`src/rtl/pfc_pkg.sv`:
```
package pfc_pkg;
    localparam int EST_W  = 32;
    localparam int FRAC_W = 8;
    localparam int RAND_W = 32;

    typedef logic [EST_W-1:0]  est_t;
    typedef logic [RAND_W-1:0] rnd_t;

    localparam est_t ONE_FIX = est_t'(1) << FRAC_W;
endpackage

```
`src/rtl/pfc_lfsr.sv`:
```
module pfc_lfsr
    import pfc_pkg::*;
#(
    parameter rnd_t TAPS = 32'h8020_0003,
    parameter rnd_t SEED = 32'h1ACE_B00C
) (
    input  logic clk,
    input  logic rst_n,
    output rnd_t rnd
);
    typedef struct packed {
        rnd_t st;
    } lf_t;

    lf_t q, d;

    always_comb begin
        d = q;
        d.st = {1'b0, q.st[RAND_W-1:1]} ^ (q.st[0] ? TAPS : '0);
    end

    always_ff @(posedge clk or negedge rst_n) begin
        if (!rst_n) q.st <= SEED;
        else        q <= d;
    end

    assign rnd = q.st;

    // the random source never locks up in the all-zero state
    p_lfsr_live_r5: assert property (@(posedge clk) disable iff (!rst_n)
        q.st != '0);
endmodule

```
`src/rtl/pfc_est_table.sv`:
```
module pfc_est_table
    import pfc_pkg::*;
#(
    parameter int DEPTH = 16,
    parameter int PTR_W = $clog2(DEPTH)
) (
    input  logic             clk,
    input  logic             rst_n,
    input  logic             wr_en,
    input  logic [PTR_W-1:0] wr_addr,
    input  est_t             wr_data,
    input  logic [PTR_W-1:0] step_ptr,
    input  logic [PTR_W-1:0] rd_ptr,
    output est_t             step_cur,
    output est_t             step_nxt,
    output est_t             rd_val
);
    localparam logic [PTR_W-1:0] LAST = PTR_W'(DEPTH - 1);

    typedef struct packed {
        logic [DEPTH-1:0][EST_W-1:0] ent;
    } tb_t;

    function automatic tb_t ident_table();
        tb_t t;
        for (int i = 0; i < DEPTH; i++) t.ent[i] = est_t'(i) << FRAC_W;
        return t;
    endfunction

    localparam tb_t RESET_VAL = ident_table();

    tb_t q, d;

    always_comb begin
        d = q;
        if (wr_en && wr_addr != '0) d.ent[wr_addr] = wr_data;
    end

    always_ff @(posedge clk or negedge rst_n) begin
        if (!rst_n) q <= RESET_VAL;
        else        q <= d;
    end

    assign step_cur = q.ent[step_ptr];
    assign step_nxt = (step_ptr == LAST) ? q.ent[step_ptr] : q.ent[step_ptr + 1'b1];
    assign rd_val   = q.ent[rd_ptr];

    // entry 0 is never written away from zero
    p_entry0_zero_r8: assert property (@(posedge clk) disable iff (!rst_n)
        q.ent[0] == '0);
endmodule

```
`src/rtl/pfc_step_unit.sv`:
```
module pfc_step_unit
    import pfc_pkg::*;
#(
    parameter int PTR_W = 4
) (
    input  logic [PTR_W-1:0] ptr,
    input  logic             ovf,
    input  logic             at_last,
    input  est_t             cur,
    input  est_t             nxt,
    input  rnd_t             rnd,
    output logic [PTR_W-1:0] ptr_n,
    output logic             ovf_n
);
    localparam int PROD_W = RAND_W + EST_W;
    localparam int ACC_SH = RAND_W + FRAC_W;

    est_t              gap;
    logic [PROD_W-1:0] prod;
    logic              accept;

    always_comb begin
        gap    = nxt - cur;
        prod   = PROD_W'(rnd) * PROD_W'(gap);
        accept = (prod >> ACC_SH) == '0;
        if (at_last) begin
            ptr_n = ptr;
            ovf_n = 1'b1;
        end else begin
            ptr_n = accept ? ptr + 1'b1 : ptr;
            ovf_n = ovf;
        end
    end
endmodule

```
`src/rtl/pfc_counter.sv`:
```
module pfc_counter
    import pfc_pkg::*;
#(
    parameter int   NUM_FLOWS = 16,
    parameter int   TBL_DEPTH = 16,
    parameter int   FLOW_W    = $clog2(NUM_FLOWS),
    parameter int   PTR_W     = $clog2(TBL_DEPTH),
    parameter rnd_t SEED      = 32'h1ACE_B00C
) (
    input  logic              clk,
    input  logic              rst_n,
    input  logic              ev_valid,
    input  logic [FLOW_W-1:0] ev_flow,
    input  logic              rd_en,
    input  logic [FLOW_W-1:0] rd_flow,
    output logic              rd_valid,
    output logic [EST_W-1:0]  rd_estimate,
    output logic              rd_ovf,
    input  logic              tbl_we,
    input  logic [PTR_W-1:0]  tbl_addr,
    input  logic [EST_W-1:0]  tbl_data
);
    localparam logic [PTR_W-1:0] MAX_PTR = PTR_W'(TBL_DEPTH - 1);

    typedef struct packed {
        logic [NUM_FLOWS-1:0][PTR_W-1:0] ptr;
        logic [NUM_FLOWS-1:0]            ovf;
        logic                            s1_vld;
        logic [FLOW_W-1:0]               s1_flow;
        logic [PTR_W-1:0]                s1_ptr;
        logic                            s1_ovf;
        logic                            rd_vld;
        est_t                            rd_est;
        logic                            rd_ovf;
    } st_t;

    st_t q, d;

    rnd_t             rnd;
    est_t             step_cur, step_nxt, tbl_rd_val;
    logic [PTR_W-1:0] step_ptr_n, rd_look_ptr;
    logic             step_ovf_n, rd_look_ovf;
    logic             fwd_ev, fwd_rd;
    logic [PTR_W-1:0] ev_ptr;
    logic             ev_ovf;

    pfc_lfsr #(.SEED(SEED)) u_lfsr (
        .clk (clk),
        .rst_n (rst_n),
        .rnd (rnd)
    );

    pfc_est_table #(.DEPTH(TBL_DEPTH), .PTR_W(PTR_W)) u_table (
        .clk      (clk),
        .rst_n    (rst_n),
        .wr_en    (tbl_we),
        .wr_addr  (tbl_addr),
        .wr_data  (tbl_data),
        .step_ptr (q.s1_ptr),
        .rd_ptr   (rd_look_ptr),
        .step_cur (step_cur),
        .step_nxt (step_nxt),
        .rd_val   (tbl_rd_val)
    );

    pfc_step_unit #(.PTR_W(PTR_W)) u_step (
        .ptr     (q.s1_ptr),
        .ovf     (q.s1_ovf),
        .at_last (q.s1_ptr == MAX_PTR),
        .cur     (step_cur),
        .nxt     (step_nxt),
        .rnd     (rnd),
        .ptr_n   (step_ptr_n),
        .ovf_n   (step_ovf_n)
    );

    // forwarding from the update in flight, for both the event and the read path
    always_comb begin
        fwd_ev      = q.s1_vld && (q.s1_flow == ev_flow);
        fwd_rd      = q.s1_vld && (q.s1_flow == rd_flow);
        ev_ptr      = fwd_ev ? step_ptr_n : q.ptr[ev_flow];
        ev_ovf      = fwd_ev ? step_ovf_n : q.ovf[ev_flow];
        rd_look_ptr = fwd_rd ? step_ptr_n : q.ptr[rd_flow];
        rd_look_ovf = fwd_rd ? step_ovf_n : q.ovf[rd_flow];
    end

    always_comb begin
        d = q;
        if (q.s1_vld) begin
            d.ptr[q.s1_flow] = step_ptr_n;
            d.ovf[q.s1_flow] = step_ovf_n;
        end
        d.s1_vld  = ev_valid;
        d.s1_flow = ev_flow;
        d.s1_ptr  = ev_ptr;
        d.s1_ovf  = ev_ovf;
        d.rd_vld  = rd_en;
        if (rd_en) begin
            d.rd_est = tbl_rd_val;
            d.rd_ovf = rd_look_ovf;
        end
    end

    always_ff @(posedge clk or negedge rst_n) begin
        if (!rst_n) q <= '0;
        else        q <= d;
    end

    assign rd_valid    = q.rd_vld;
    assign rd_estimate = q.rd_est;
    assign rd_ovf      = q.rd_ovf;

    // a read answers exactly one cycle later
    p_rd_latency_r3: assert property (@(posedge clk) disable iff (!rst_n)
        rd_en |=> rd_valid);
    p_rd_quiet_r3: assert property (@(posedge clk) disable iff (!rst_n)
        !rd_en |=> !rd_valid);

    // a committed index moves by zero or one
    p_step_by_one_r5: assert property (@(posedge clk) disable iff (!rst_n)
        q.s1_vld |=> (q.ptr[$past(q.s1_flow)] == $past(q.s1_ptr)) ||
                     (q.ptr[$past(q.s1_flow)] == PTR_W'($past(q.s1_ptr) + 1'b1)));

    // a gap of at most 1.0 always advances
    p_small_gap_r4: assert property (@(posedge clk) disable iff (!rst_n)
        (q.s1_vld && q.s1_ptr != MAX_PTR && (step_nxt - step_cur) <= ONE_FIX)
        |=> q.ptr[$past(q.s1_flow)] == PTR_W'($past(q.s1_ptr) + 1'b1));

    // an event at the last entry holds the index and flags overflow
    p_sat_hold_r6: assert property (@(posedge clk) disable iff (!rst_n)
        (q.s1_vld && q.s1_ptr == MAX_PTR)
        |=> q.ovf[$past(q.s1_flow)] && q.ptr[$past(q.s1_flow)] == MAX_PTR);

    // overflow flags never clear outside reset
    p_ovf_sticky_r6: assert property (@(posedge clk) disable iff (!rst_n)
        (q.ovf & $past(q.ovf)) == $past(q.ovf));
endmodule

```
`config.mk`:
```
export PLATFORM = sky130hd
export DESIGN_NAME = pfc_counter
export DESIGN_NICKNAME = d
export VERILOG_FILES = /design/src/rtl/pfc_pkg.sv /design/src/rtl/pfc_lfsr.sv /design/src/rtl/pfc_est_table.sv /design/src/rtl/pfc_step_unit.sv /design/src/rtl/pfc_counter.sv
export SDC_FILE = /design/constraint.sdc
export NUM_CORES = 2
export LEC_CHECK = 0
export ABC_CLOCK_PERIOD_IN_PS = 18100
export BUFFER_PORTS_ARGS = -buffer_cell sky130_fd_sc_hd__buf_2
export CAP_MARGIN = 10
export CORE_MARGIN = 2
export CORE_UTILIZATION = 58
export CTS_BUF_LIST = sky130_fd_sc_hd__clkbuf_16
export DETAILED_ROUTE_END_ITERATION = 10
export GPL_ROUTABILITY_DRIVEN = 0
export GPL_TIMING_DRIVEN = 0
export PLACE_DENSITY = 0.74
export SLEW_MARGIN = 40
export SYNTH_ARGS = -nofsm -noshare
export SYNTH_HDL_FRONTEND = slang
export SYNTH_SLANG_ARGS = --single-unit
```
`constraint.sdc`:
```
create_clock -name clk -period 18.1 [get_ports clk]
set_input_delay 0.905 -clock clk [delete_from_list [all_inputs] [get_ports clk]]
set_output_delay 0.905 -clock clk [all_outputs]
set_load 0.01 [all_outputs]
```
### Yosys cells after proc, flatten, opt, wreduce, memory -nomap -nowiden

Cells that the tools add are included.

* $add $sub $neg: 2
* multipliers: 1
* magnitude comparators: 9
* equal/unequal tests: 3
* mux-type cells: 32
* bitwise gates (word level): 1
* reductions and logical operators: 7

Operators by type and width (number)
* $bwmux 512: 1
* $bmux 32 s4: 3
* $mux 32: 6
* $demux 32 s4: 1
* $bwmux 64: 1
* $logic_not 64->1: 1
* $mul 32x32->64: 1
* $lt 4x5->1 const B: 7
* $bmux 4 s4: 2
* $sub 32x32->32: 1
* $xor 31x32->32: 1
* $mux 4: 7
* $bwmux 16: 1
* $demux 4 s4: 1
* $bmux 1 s4: 2
* $eq 4x4->1: 2
* $ge 4x1->1 const B: 2
* $mux 1: 6
* $logic_and 1x1->1: 5
* $add 4x1->4 const B: 1
* $demux 1 s4: 1
* $eq 4x4->1 const B: 1
* $reduce_bool 4->1: 1

* flip-flop bits (word level): 668
* input port bits: 49
* word-level logic and storage cells: 96

### Longest topological paths before layout

* depth in word-level cells: 12
* mapped depth: 62
* mapped depth without buffers: 50

### By module

From an unflattened synthesis, not the netlist that was laid out.

* cells, all modules: 6282
* area total of the unflattened synthesis: 73016.3 µm²

Modules (own cells, without submodules)
* pfc_step_unit: instances 1, cells each 3934, area each 34792.1 µm², sequential area each 0.0 µm²
* pfc_est_table: instances 1, cells each 1882, area each 30857.1 µm², sequential area each 12852.3 µm²
* pfc_counter: instances 1, cells each 402, area each 6306.0 µm², sequential area each 3103.0 µm²
* pfc_lfsr: instances 1, cells each 64, area each 1061.0 µm², sequential area each 817.0 µm²

### Worst setup path before layout

OpenSTA, ideal clock, no wires.

* kind: register to register
* start: register q[35] in the netlist's numbering
* end: register q, in the netlist rd_estimate[21]
* arrival time: 14.708 ns
* required time: 17.953 ns
* setup slack: 3.246 ns
* cell stages (with the launch flop): 57
* buffers on the path: 11
* period minus slack after synthesis: 14.854 ns
* cell sequence: dfrtp_1 > buf_6 > buf_12 > buf_4 > buf_1 > buf_2 > buf_2 > buf_1 > buf_1 > mux4_2 > mux4_2 > mux2i_1 > ha_1 > fa_1 > nor2b_1 > o21ai_0 > a21boi_0 > o21a_1 > [... 21 more ...] > inv_1 > ha_1 > nand3_1 > nor3_1 > nor4b_2 > a32o_1 > a31oi_1 > a2111oi_2 > o221ai_1 > a22oi_1 > and4_1 > buf_4 > mux2_4 > nand2_4 > buf_2 > mux4_2 > o22ai_1 > a311oi_1

* longest elaborated chain between the ends: 12
* elaborated cells on any way between the ends: 15
* those cells by class: add/sub: 2; mul: 1; eq/ne: 1; mux: 10; reduce/logical: 1

RTL lines
* start, declared: RTL line pfc_counter.sv:37 `st_t q, d;`
* start signal, assigned: RTL line pfc_counter.sv:105 `if (!rst_n) q <= '0;`
* start signal, assigned: RTL line pfc_counter.sv:106 `else q <= d;`
* $add 4x1->4: RTL line pfc_est_table.sv:45, pfc_step_unit.sv:30
* $bmux 32 s4: RTL line pfc_est_table.sv:45 `assign step_nxt = (step_ptr == LAST) ? q.ent[step_ptr] : q.ent[step_ptr + 1'b1];`
* $mux 32 (implied by the code): RTL line pfc_est_table.sv:45
* $mux 32: RTL line pfc_est_table.sv:45
* $sub 32x32->32: RTL line pfc_step_unit.sv:23 `gap = nxt - cur;`
* $mul 32x32->64: RTL line pfc_step_unit.sv:24 `prod = PROD_W'(rnd) * PROD_W'(gap);`
* $logic_not 64->1: RTL line pfc_step_unit.sv:25 `accept = (prod >> ACC_SH) == '0;`
* $mux 4: RTL line pfc_step_unit.sv:30 `ptr_n = accept ? ptr + 1'b1 : ptr;`
* $mux 4 (*): RTL line pfc_step_unit.sv:26 `if (at_last) begin`
* $mux 4 (*): RTL line pfc_counter.sv:83 `rd_look_ptr = fwd_rd ? step_ptr_n : q.ptr[rd_flow];`
* $bmux 32 s4 (*): RTL line pfc_est_table.sv:46 `assign rd_val = q.ent[rd_ptr];`
* $mux 32 (implied by the code) (*): RTL line pfc_est_table.sv:46

Mark *: on every way between the ends. The rest lies on a longest branch, timed or not. The select of a mux whose other input is x is not followed.
A chain may end at the register's enable or synchronous reset.

### Worst setup path in the final report

* start: register q[36] in the netlist's numbering
* end: register q, in the netlist rd_estimate[21]

Same word-level chain as after synthesis.

==> summary.md <==
The run finished, with violations left. The final reports fail on design-rule violations. The number of buffers and inverters on the critical path is 12.

Max-cap violations in this run came to 0. The min-delay analysis places its worst path in the category primary input to asynchronous set/reset pin. The logs give 30.33% for the normalized max-slew margin and 65110 for the total vias in the final route.

Based on the critical path, the design can be clocked at up to 55.98 MHz. Global routing used 43.39% of the available tracks across all layers. The total wire length after detailed routing was 290800 um; the later-pin clock latency in the skew report was 0.67 ns. Total number of yosys warnings: 0. The number of slew-limit violations in the final report was 0; the number of synthesized flops with an enable pin was 0.

For the estimated wirelength of the detail-placed design, the log shows 221700 um. Among all flip-flop cells after synthesis, the most frequent one is dfrtp_1. In this run, synthesis produced a sequential element count of 668. The run gives 0 as the total congestion overflow. TritonCTS built the clock tree. The H-tree was split into 3 levels. Type of destination of the critical path: a register. Initial antenna violation count: 27.

The pin count of the biggest net entering global routing came out at 106. The tools report the post-synthesis net count as 8520. Clock tree synthesis found a total of 668 sinks.

The setup TNS is 0 ns, and the clock-pin slew of the registers on the worst-case setup and hold paths is 0.06 ns. The arrival time at the worst endpoint is 18.33 ns. In this run the critical register-to-register path is launched from q[36]$_DFF_PN0_. The initial cell density of the core is 58.44%, and the I/O pin count is 83. Proportion of synthesized chip area in sequential cells: 21.83%. The final-report hold violation count came out at 0. Port buffering added 80 buffers. The category of the most critical setup path is register to register. Setup repair after global routing left no endpoint under its margin. The die covers 135400 um2. Setup violations remaining at the end of the flow were counted as 0. The logs give 62.94% for the final cell utilization of the core and 76820 um2 for the post-synthesis instance area.

The share of the cycle needed by the critical path after routing was 98.69%. In the final layout, the share of cells above drive strength 1 is 20.77%. The master of the slowest instance on the critical path was clkbuf_1. The via count of the first global-routing pass was 66560.

The buffer levels on the longest clock path is 3. The tools report the number of buffers created by CTS as 73. The cell sitting at the root of the clock tree is a clkbuf_16. Count of TritonRoute iterations in the first routing pass: 11.

The number of vias per cell was 7.016; the residual antenna-violating net count after detailed routing was 0. Row generation in the floorplan step produced 133 rows. After detailed routing, the average wire length per cell comes to 31.34 um.

For the number of nets in the layout, the log shows 8691. On the critical path the largest part of the delay comes from adder cells. For the pin with the worst max-slew slack, the measured transition is 1.045 ns. The most numerous cell type found on the critical path is fa_1. The die span in x works out to 367.9 um. The global-route wire length before repair is 428800 um. The highest fanout seen on the critical path works out to 19.

In this run the mean area of a mapped cell was 10.55 um2. The synthesized instance count was 7281. The library cell used most frequently in the layout, excluding fill and tap cells, is inv_1. The logs give 18.57 ns for the critical path data required time and 90 for the distinct cell type count of the synthesized netlist. The proportion of synthesized flip-flops having asynchronous set or reset is 100.0%, and the hold buffer count at CTS is 0. The area of the core region is 131500 um2. The critical path starts at q[36]$_DFF_PN0_. The clock period could shrink to 17.86 ns.

The area growth from synthesis to layout was 7.705%. Leaving out fill and tap cells, the most frequent cells in the layout are inv_1 (1055), fa_1 (896), dfrtp_1 (623), nand2_1 (592), mux2_2 (545). The initial DRC count was 10560; the DRC violation count after routing was 3. The die is 367.9 um tall. For the final setup skew, the log shows 0.04162 ns. The worst setup path is launched from a register. The maximum single-stage delay on the critical path was 0.67 ns.
## repair_timing
action | CTS | global route
endpoints found under the setup margin | 100 | 87
buffers inserted | 3 | 0
pin swaps | 2 | 0
resized for setup | 33 | 58
## kinds of logic after synthesis
family,count (synthesis),synth area share [%]
AO/OA/AOI/OAI,839,7.920
multiplexers,993,20.62
AND/OR/NAND/NOR,1801,11.99
adder cells (fa/ha/maj),1190,28.14
buffers and inverters,1739,8.891
XOR/XNOR,51,0.6091
flip-flops,668,21.83
## state kept, by name, indices dropped and copies added (netlist names)
register,count
u_lfsr.rnd,32
rd_ovf,1
rd_valid,1
u_table.q,512
q,90
rd_estimate,32
## synth_stat cells (all sizes together) (45+ instances only)
| master | n | area share (%) |
|---|---|---|
| o31ai | 98 | 0.96 |
| o21ai | 134 | 0.87 |
| nand2 | 593 | 2.9 |
| o2111ai | 96 | 1.1 |
| o211ai | 58 | 0.68 |
| nand4 | 104 | 0.85 |
| inv | 1035 | 5.1 |
| a21oi | 142 | 0.93 |
| mux2 | 546 | 8.0 |
| nand3 | 176 | 1.2 |
| ha | 294 | 4.8 |
| nor2 | 193 | 0.94 |
| buf | 161 | 1.2 |
| fa | 896 | 23 |
| nor4 | 56 | 0.46 |
| mux4 | 416 | 12 |
| a311oi | 46 | 0.52 |
| and2 | 473 | 3.9 |
| dfrtp | 623 | 20 |
| a31oi | 54 | 0.44 |
| dfstp | 45 | 1.5 |
| clkbuf | 543 | 2.7 |
## worst register-to-register path, delay by kind of cell (launching register included)
family,cells,cell delay [ns]
multiplexers,4,1.56
AND/OR/NAND/NOR,11,2.79
adder cells (fa/ha/maj),11,5.15
buffers and inverters,12,3.56
AO/OA/AOI/OAI,15,4.07
flip-flops,1,0.54
## routing by layer
metal / GRT usage [%] / routed length, um
met1: 48.76 / 90260
met2: 63.09 / 122000
met3: 18.92 / 43880
met4: 37.32 / 34320
met5: 1.140 / 372
## worst paths after layout
kind	to	slack (ns)	cells after the start
max	rd_estimate[21]$_DFFE_PN0P_	0.24	53
min	q[75]$_DFFE_PN0P_	0.11	1
max reg2reg	rd_estimate[21]$_DFFE_PN0P_	0.24	53
min reg2reg	u_lfsr.rnd[2]$_DFF_PN1_	0.36	0
max in group asynchronous	u_lfsr.rnd[19]$_DFF_PN1_	15.76	5
min in group clk	q[43]$_DFF_PN0_	0.35	1
## cell type report
class	instances	area (um2)
well taps	1755	2196
diodes	14	35.03
clock inverters	59	471.7
multi-input cells	4874	53550
repair buffers	102	795.8
plain buffers	698	3164
fillers	10350	48720
flip-flops and latches	668	16770
clock buffers	75	1877
inverters	1035	3885
## stage by stage
| stage | std cells | hold WS, ns | area, um2 | setup WS (ns) |
|---|---|---|---|---|
| after floorplan | 7281 | 0.3519 | 76820 | 3.246 |
| after global placement | 9116 | 0.3549 | 79420 | -3.436 |
| after detailed placement | 9135 | 0.3559 | 80060 | -1.710 |
| after CTS | 9270 | 0.1325 | 82530 | 0.01404 |
| after global routing | 9269 | 0.1384 | 82710 | 0.002512 |
| final | 9280 | 0.1125 | 82740 | 0.2367 |
Power is left out: the tool's default activity adds up to more than one toggle a clock period on the data nets, which glitch-free logic cannot reach.
